### src/rtl/hacc_pkg.sv
package hacc_pkg;

    localparam int DW = 32;

    // Register byte offsets (software decodes these)
    localparam logic [7:0] OFF_STATUS = 8'h1C;
    localparam logic [7:0] OFF_CFG0   = 8'h20;
    localparam logic [7:0] OFF_CMD    = 8'h30;
    localparam int         NUM_CFG    = 4;

    // Status bit positions
    localparam int ST_BUSY = 0;
    localparam int ST_DONE = 9;
    localparam int ST_ERR  = 23;

    // Command bit positions
    localparam int CMD_BIGEND = 3;
    localparam int CMD_ACCUM  = 8;

    typedef enum logic [1:0] {
        HALG_160  = 2'd0,
        HALG_256  = 2'd1,
        HALG_384  = 2'd2,
        HALG_512  = 2'd3
    } halg_e;

    typedef struct packed {
        logic  valid;
        halg_e algo;
        logic  accum;
        logic  bigend;
    } hcmd_t;

    function automatic hcmd_t decode_cmd(input logic [DW-1:0] w);
        hcmd_t      d;
        logic [3:0] code;
        code     = {w[10], w[6], w[5], w[4]};
        d.accum  = w[CMD_ACCUM];
        d.bigend = w[CMD_BIGEND];
        d.valid  = 1'b1;
        case (code)
            4'b0010: d.algo = HALG_160;
            4'b0101: d.algo = HALG_256;
            4'b1110: d.algo = HALG_384;
            4'b0110: d.algo = HALG_512;
            default: begin
                d.algo  = HALG_160;
                d.valid = 1'b0;
            end
        endcase
        return d;
    endfunction

endpackage

### src/rtl/hacc_cfg_regs.sv
module hacc_cfg_regs
    import hacc_pkg::*;
#(
    parameter int ADDR_W = 8,
    parameter int NREG   = NUM_CFG
) (
    input  logic                     clk,
    input  logic                     rst,
    input  logic                     wen,
    input  logic [ADDR_W-1:0]        addr,
    input  logic [DW-1:0]            wdata,
    output logic [NREG-1:0][DW-1:0]  regs_q
);

    for (genvar i = 0; i < NREG; i++) begin : g_reg
        localparam logic [ADDR_W-1:0] MY_OFF = ADDR_W'(int'(OFF_CFG0) + 4 * i);
        logic hit;
        assign hit = wen && (addr == MY_OFF);
        always_ff @(posedge clk) begin
            if (rst)
                regs_q[i] <= '0;
            else if (hit)
                regs_q[i] <= wdata;
        end
    end

endmodule

### src/rtl/hacc_job_ctrl.sv
module hacc_job_ctrl
    import hacc_pkg::*;
#(
    parameter int ADDR_W = 8
) (
    input  logic              clk,
    input  logic              rst,
    input  logic              wen,
    input  logic [ADDR_W-1:0] addr,
    input  logic [DW-1:0]     wdata,
    input  logic              be_done,
    output logic              busy,
    output logic              done_flag,
    output logic              err_flag,
    output logic              start,
    output logic [DW-1:0]     cmd_q,
    output hcmd_t             cmd_dec
);

    localparam logic [ADDR_W-1:0] A_CMD = ADDR_W'(OFF_CMD);
    localparam logic [ADDR_W-1:0] A_STS = ADDR_W'(OFF_STATUS);

    hcmd_t wr_dec;
    logic  cmd_hit, sts_hit, accept, launch, reject, finish;
    logic  done_set, done_clr, err_clr;

    always_comb begin
        wr_dec   = decode_cmd(wdata);
        cmd_hit  = wen && (addr == A_CMD);
        sts_hit  = wen && (addr == A_STS);
        accept   = cmd_hit && !busy;
        launch   = accept && wr_dec.valid;
        reject   = accept && !wr_dec.valid;
        finish   = busy && be_done;
        done_set = finish || reject;
        done_clr = sts_hit && wdata[ST_DONE];
        err_clr  = sts_hit && wdata[ST_ERR];
    end

    always_ff @(posedge clk) begin
        if (rst) begin
            busy      <= 1'b0;
            done_flag <= 1'b0;
            err_flag  <= 1'b0;
            start     <= 1'b0;
            cmd_q     <= '0;
        end else begin
            start <= launch;
            if (accept)
                cmd_q <= wdata;
            if (launch)
                busy <= 1'b1;
            else if (finish)
                busy <= 1'b0;
            if (done_set)
                done_flag <= 1'b1;
            else if (done_clr)
                done_flag <= 1'b0;
            if (reject)
                err_flag <= 1'b1;
            else if (err_clr)
                err_flag <= 1'b0;
        end
    end

    assign cmd_dec = decode_cmd(cmd_q);

endmodule

### src/rtl/hacc_rd_mux.sv
module hacc_rd_mux
    import hacc_pkg::*;
#(
    parameter int ADDR_W = 8,
    parameter int NREG   = NUM_CFG
) (
    input  logic [ADDR_W-1:0]       addr,
    input  logic [DW-1:0]           status_w,
    input  logic [NREG-1:0][DW-1:0] cfg,
    input  logic [DW-1:0]           cmd_w,
    output logic [DW-1:0]           rdata
);

    always_comb begin
        rdata = '0;
        if (addr == ADDR_W'(OFF_STATUS))
            rdata = status_w;
        if (addr == ADDR_W'(OFF_CMD))
            rdata = cmd_w;
        for (int i = 0; i < NREG; i++) begin
            if (addr == ADDR_W'(int'(OFF_CFG0) + 4 * i))
                rdata = cfg[i];
        end
    end

endmodule

### src/rtl/hacc_csr.sv
module hacc_csr
    import hacc_pkg::*;
#(
    parameter int ADDR_W = 8
) (
    input  logic              clk,
    input  logic              rst,
    input  logic [ADDR_W-1:0] bus_addr,
    input  logic              bus_wen,
    input  logic [DW-1:0]     bus_wdata,
    output logic [DW-1:0]     bus_rdata,
    output logic              irq,
    output logic              be_start,
    output logic [DW-1:0]     be_src,
    output logic [DW-1:0]     be_digest,
    output logic [DW-1:0]     be_key,
    output logic [DW-1:0]     be_len,
    output logic [1:0]        be_algo,
    output logic              be_accum,
    output logic              be_bigend,
    input  logic              be_done
);

    logic [NUM_CFG-1:0][DW-1:0] cfg_q;
    logic [DW-1:0]              cmd_q;
    logic [DW-1:0]              status_w;
    hcmd_t                      cmd_dec;
    logic                       busy_w, done_w, err_w;

    hacc_cfg_regs #(.ADDR_W(ADDR_W), .NREG(NUM_CFG)) u_cfg (
        .clk    (clk),
        .rst    (rst),
        .wen    (bus_wen),
        .addr   (bus_addr),
        .wdata  (bus_wdata),
        .regs_q (cfg_q)
    );

    hacc_job_ctrl #(.ADDR_W(ADDR_W)) u_ctrl (
        .clk       (clk),
        .rst       (rst),
        .wen       (bus_wen),
        .addr      (bus_addr),
        .wdata     (bus_wdata),
        .be_done   (be_done),
        .busy      (busy_w),
        .done_flag (done_w),
        .err_flag  (err_w),
        .start     (be_start),
        .cmd_q     (cmd_q),
        .cmd_dec   (cmd_dec)
    );

    always_comb begin
        status_w          = '0;
        status_w[ST_BUSY] = busy_w;
        status_w[ST_DONE] = done_w;
        status_w[ST_ERR]  = err_w;
    end

    hacc_rd_mux #(.ADDR_W(ADDR_W), .NREG(NUM_CFG)) u_rd (
        .addr     (bus_addr),
        .status_w (status_w),
        .cfg      (cfg_q),
        .cmd_w    (cmd_q),
        .rdata    (bus_rdata)
    );

    assign irq       = done_w;
    assign be_src    = cfg_q[0];
    assign be_digest = cfg_q[1];
    assign be_key    = cfg_q[2];
    assign be_len    = cfg_q[3];
    assign be_algo   = cmd_dec.algo;
    assign be_accum  = cmd_dec.accum;
    assign be_bigend = cmd_dec.bigend;

endmodule

### config.mk
export PLATFORM = sky130hd
export DESIGN_NAME = hacc_csr
export DESIGN_NICKNAME = d
export VERILOG_FILES = /design/src/rtl/hacc_pkg.sv /design/src/rtl/hacc_cfg_regs.sv /design/src/rtl/hacc_job_ctrl.sv /design/src/rtl/hacc_rd_mux.sv /design/src/rtl/hacc_csr.sv
export SDC_FILE = /design/constraint.sdc
export NUM_CORES = 1
export LEC_CHECK = 0
export ABC_CLOCK_PERIOD_IN_PS = 1680
export BUFFER_PORTS_ARGS = -buffer_cell sky130_fd_sc_hd__buf_2
export CORE_MARGIN = 8
export CORE_UTILIZATION = 54
export CTS_BUF_LIST = sky130_fd_sc_hd__clkbuf_4
export DETAILED_ROUTE_END_ITERATION = 10
export PLACE_DENSITY = 0.83
export SLEW_MARGIN = 20
export SYNTH_ARGS = -nofsm -noshare
export SYNTH_HDL_FRONTEND = slang
export SYNTH_SLANG_ARGS = --single-unit
### constraint.sdc
create_clock -name clk -period 1.68 [get_ports clk]
set_input_delay 0.084 -clock clk [delete_from_list [all_inputs] [get_ports clk]]
set_output_delay 0.084 -clock clk [all_outputs]
set_load 0.02 [all_outputs]
==> reports/results.ini <==
[worst_setup_path]
r2r.worst_path.cells = 5
worst-endpoint-required_ps = 1600
worstReg2RegEnd = u_ctrl.cmd_q[15]$_SDFFE_PP0P_
worstPathMaxFanout = 2
cp-startpoint = u_cfg.regs_q[32]$_SDFFE_PP0P_
worstReg2RegStart = u_ctrl.busy$_SDFFE_PP0P_
startpoint_type = flop
crit_end = bus_rdata[0]
arrival_ps = 1590
critPathCaptureType = output pin
worstSetupPathType = reg -> out
r2r_slack_ps = 140

[sta]
finalWorstPathRequiredPeriod_ps = 1670
finalHoldViolations = 0
min_period_over_period = 0.995
drv_slew = 0
fmax_mhz = 598
fin_setup_tns_ps = 0
max_slew_margin = 0.664
skew_ps = 14.2
holdWs_ps = 272
worst_slew_pin_slew_ps = 504
finalSetupViolations = 0
rsz0062_at_grt = true

[grt]
grt_max_degree = 48
grt_pass1_vias = 7663
grt_antenna_before_repair = 4
grt_pass1_wl_um = 40300
grt_usage = 0.287
overflow = 0

[synth]
synth_adder_area_share = 0
async_flop_share = 0
synth_nets = 963
syn_inst = 919
synth_xor_area_frac = 0.00121
synth_seq_cells = 164
synth_compound_area_frac = 0.199
synth_top_area_frac = 0.455
seq_area_frac_synth = 0.455
synth.top_cells.by_area = dfxtp_1, nand2_1, a21oi_1, mux2i_1, o22ai_1
synthFlopType = dfxtp_1
ys_types = 38
synth_top_cell_by_area = dfxtp_1
synth.area.mux_share = 0.0920
synth_top_family_by_area = simple AND/OR/NAND/NOR gates
synth_edf_count = 0
yosysWarnings = 0
yosys.area_share.simple = 0.203
syn_area_sq_mm = 0.00722
postSynthAreaPerCell_sq_um = 7.86

[routing]
wl_per_cell_um = 19.4
finalWirelength_um = 26400
drtAntennaViolNets = 0
drcViolationCount = 0
drtIter0Drc = 800
dr.pass1.iters = 5
vias = 7914
vias_per_cell = 5.80

[power_and_ir_drop]
power_leakage_nw = 4.23
internal_power_w = 0.00545
power_frac_clock = 0.379
ir_worst_vdd_uv = 461
switching_share = 0.233
power_frac_comb = 0.074
seqPwrFrac = 0.547
switchingPower_w = 0.00166
p_per_area_mw_per_mm2 = 729

[layout]
layout-drive-gt1-share = 0.310
final_cell_mix = nand2_1, buf_2, dfxtp_1
area_growth_pct = 35.2
final_core_util = 0.743
layoutNonFillerInstCount = 1364
finalNetCount = 1218
final_common_cell = nand2_1
final_area_sq_mm = 0.00976

[place]
io_buffers = 209
placedInstanceArea_sq_mm = 0.00871
place.gp.congestion = 0.836
dp.cells = 1280
dp_hpwl_um = 16800

[floorplan]
row_count = 42
ios = 210
die-area_sq_mm = 0.0173
die_h_um = 132
start_util = 0.550
core_sq_mm = 0.0131
die_w_um = 132

[clocking]
h-tree-depth = 4
numCtsBuffers = 17
insertion_delay_ps = 570
clk_pin_slew_worst_paths_ps = 130
cts_tree = yes
max-clock-path-buffers = 2
cts_root_buf = clkbuf_4
numClockSinks = 164

[flow_run]
maxCapViolations = 0

[outcome]
status = finished, final reports clean

[worst_hold_path]
hold_class = in -> reg

[worst min-delay path by stage]
stage / from / end / slack (ps) / depth (start not counted)
final: bus_addr[5] / u_ctrl.start$_SDFF_PP0_ / 270 / 5
after CTS: bus_addr[5] / u_ctrl.start$_SDFF_PP0_ / 200 / 5
after floorplan: bus_wdata[9] / u_cfg.regs_q[105]$_SDFFE_PP0P_ / 220 / 2
after global placement: be_done / u_ctrl.busy$_SDFFE_PP0P_ / 360 / 3
after detailed placement: bus_wdata[12] / u_cfg.regs_q[12]$_SDFFE_PP0P_ / 370 / 3
after global routing: bus_addr[5] / u_ctrl.cmd_q[9]$_SDFFE_PP0P_ / 250 / 5
[sequential cells by signal (all words and copies together), names as in the netlist]
name,flops
u_cfg.regs_q,128
u_ctrl.busy,1
u_ctrl.cmd_q,32
u_ctrl.done_flag,1
u_ctrl.err_flag,1
u_ctrl.start,1
[cells in the mapped netlist, types with 4 or more instances]
master and number:
nand2_1 261, inv_1 11, o21ai_0 33, o21a_1 21
a22oi_1 5, nor2b_1 9, o211ai_1 7, dfxtp_1 164
a21oi_1 151, o2bb2ai_1 6, mux2i_1 63, o22ai_1 29
clkbuf_1 46, and4_1 5, buf_2 27, nor2_1 44
nand3_1 4, nand4_1 4
[layout make-up]
| cell class | count | area (sq um) |
|---|---|---|
| clock inverter | 10 | 183 |
| multi-input combinational | 669 | 3710 |
| tap | 176 | 220 |
| timing repair buffer | 311 | 2140 |
| fill | 975 | 3380 |
| antenna | 3 | 7.51 |
| clock buffer | 20 | 150 |
| inverter | 11 | 41.3 |
| sequential | 164 | 3310 |
[routing by layer]
layer / wire (um) / global-route usage
met2: 12600 / 0.476
met1: 9760 / 0.328
met3: 2840 / 0.0808
met5: 13 / 0
met4: 1210 / 0.155
[worst max-delay path, cell delays in order (launching register included)]
cell       delay [ps]
dfxtp_2           350
mux2_4            280
a22oi_2           160
o2bb2ai_2          90
buf_6             140
[cell families after synthesis]
logic type      after synthesis
simple gates                346
compound gates              256
flops                       164
buf+inv                      86
mux                          66
xor+xnor                      1
[metrics by stage]
| stage | power [W] | setup WS, ps |
|---|---|---|
| after detailed placement | 0.00441 | 10.3 |
| after CTS | 0.00712 | -1.91 |
| after floorplan | 0.00419 | 174 |
| after global routing | 0.00732 | -82.8 |
| after global placement | 0.00441 | 16.2 |
| final | 0.00712 | 8.93 |
[power groups by stage]
| stage | logic (W) | clock network (W) | registers (W) |
|---|---|---|---|
| 6_report | 0.000523 | 0.00270 | 0.00389 |
| 5_1_grt | 0.000553 | 0.00288 | 0.00390 |
| 2_1_floorplan | 0.000206 | 0 | 0.00399 |
| 4_1_cts | 0.000495 | 0.00273 | 0.00389 |
| 3_5_place_dp | 0.000427 | 0 | 0.00398 |
| 3_3_place_gp | 0.000424 | 0 | 0.00398 |
[repair_timing]
| action | CTS | global route |
|---|---|---|
| buffers inserted | 8 | 5 |
| setup endpoints to repair | 8 | 28 |
| pin swaps | 6 | 11 |
| gates cloned | 0 | 2 |
| endpoints found under the hold margin | 163 | 0 |
| resized for setup | 33 | 48 |
| hold buffers | 36 | 0 |
Power figures use the tool's default switching activity.
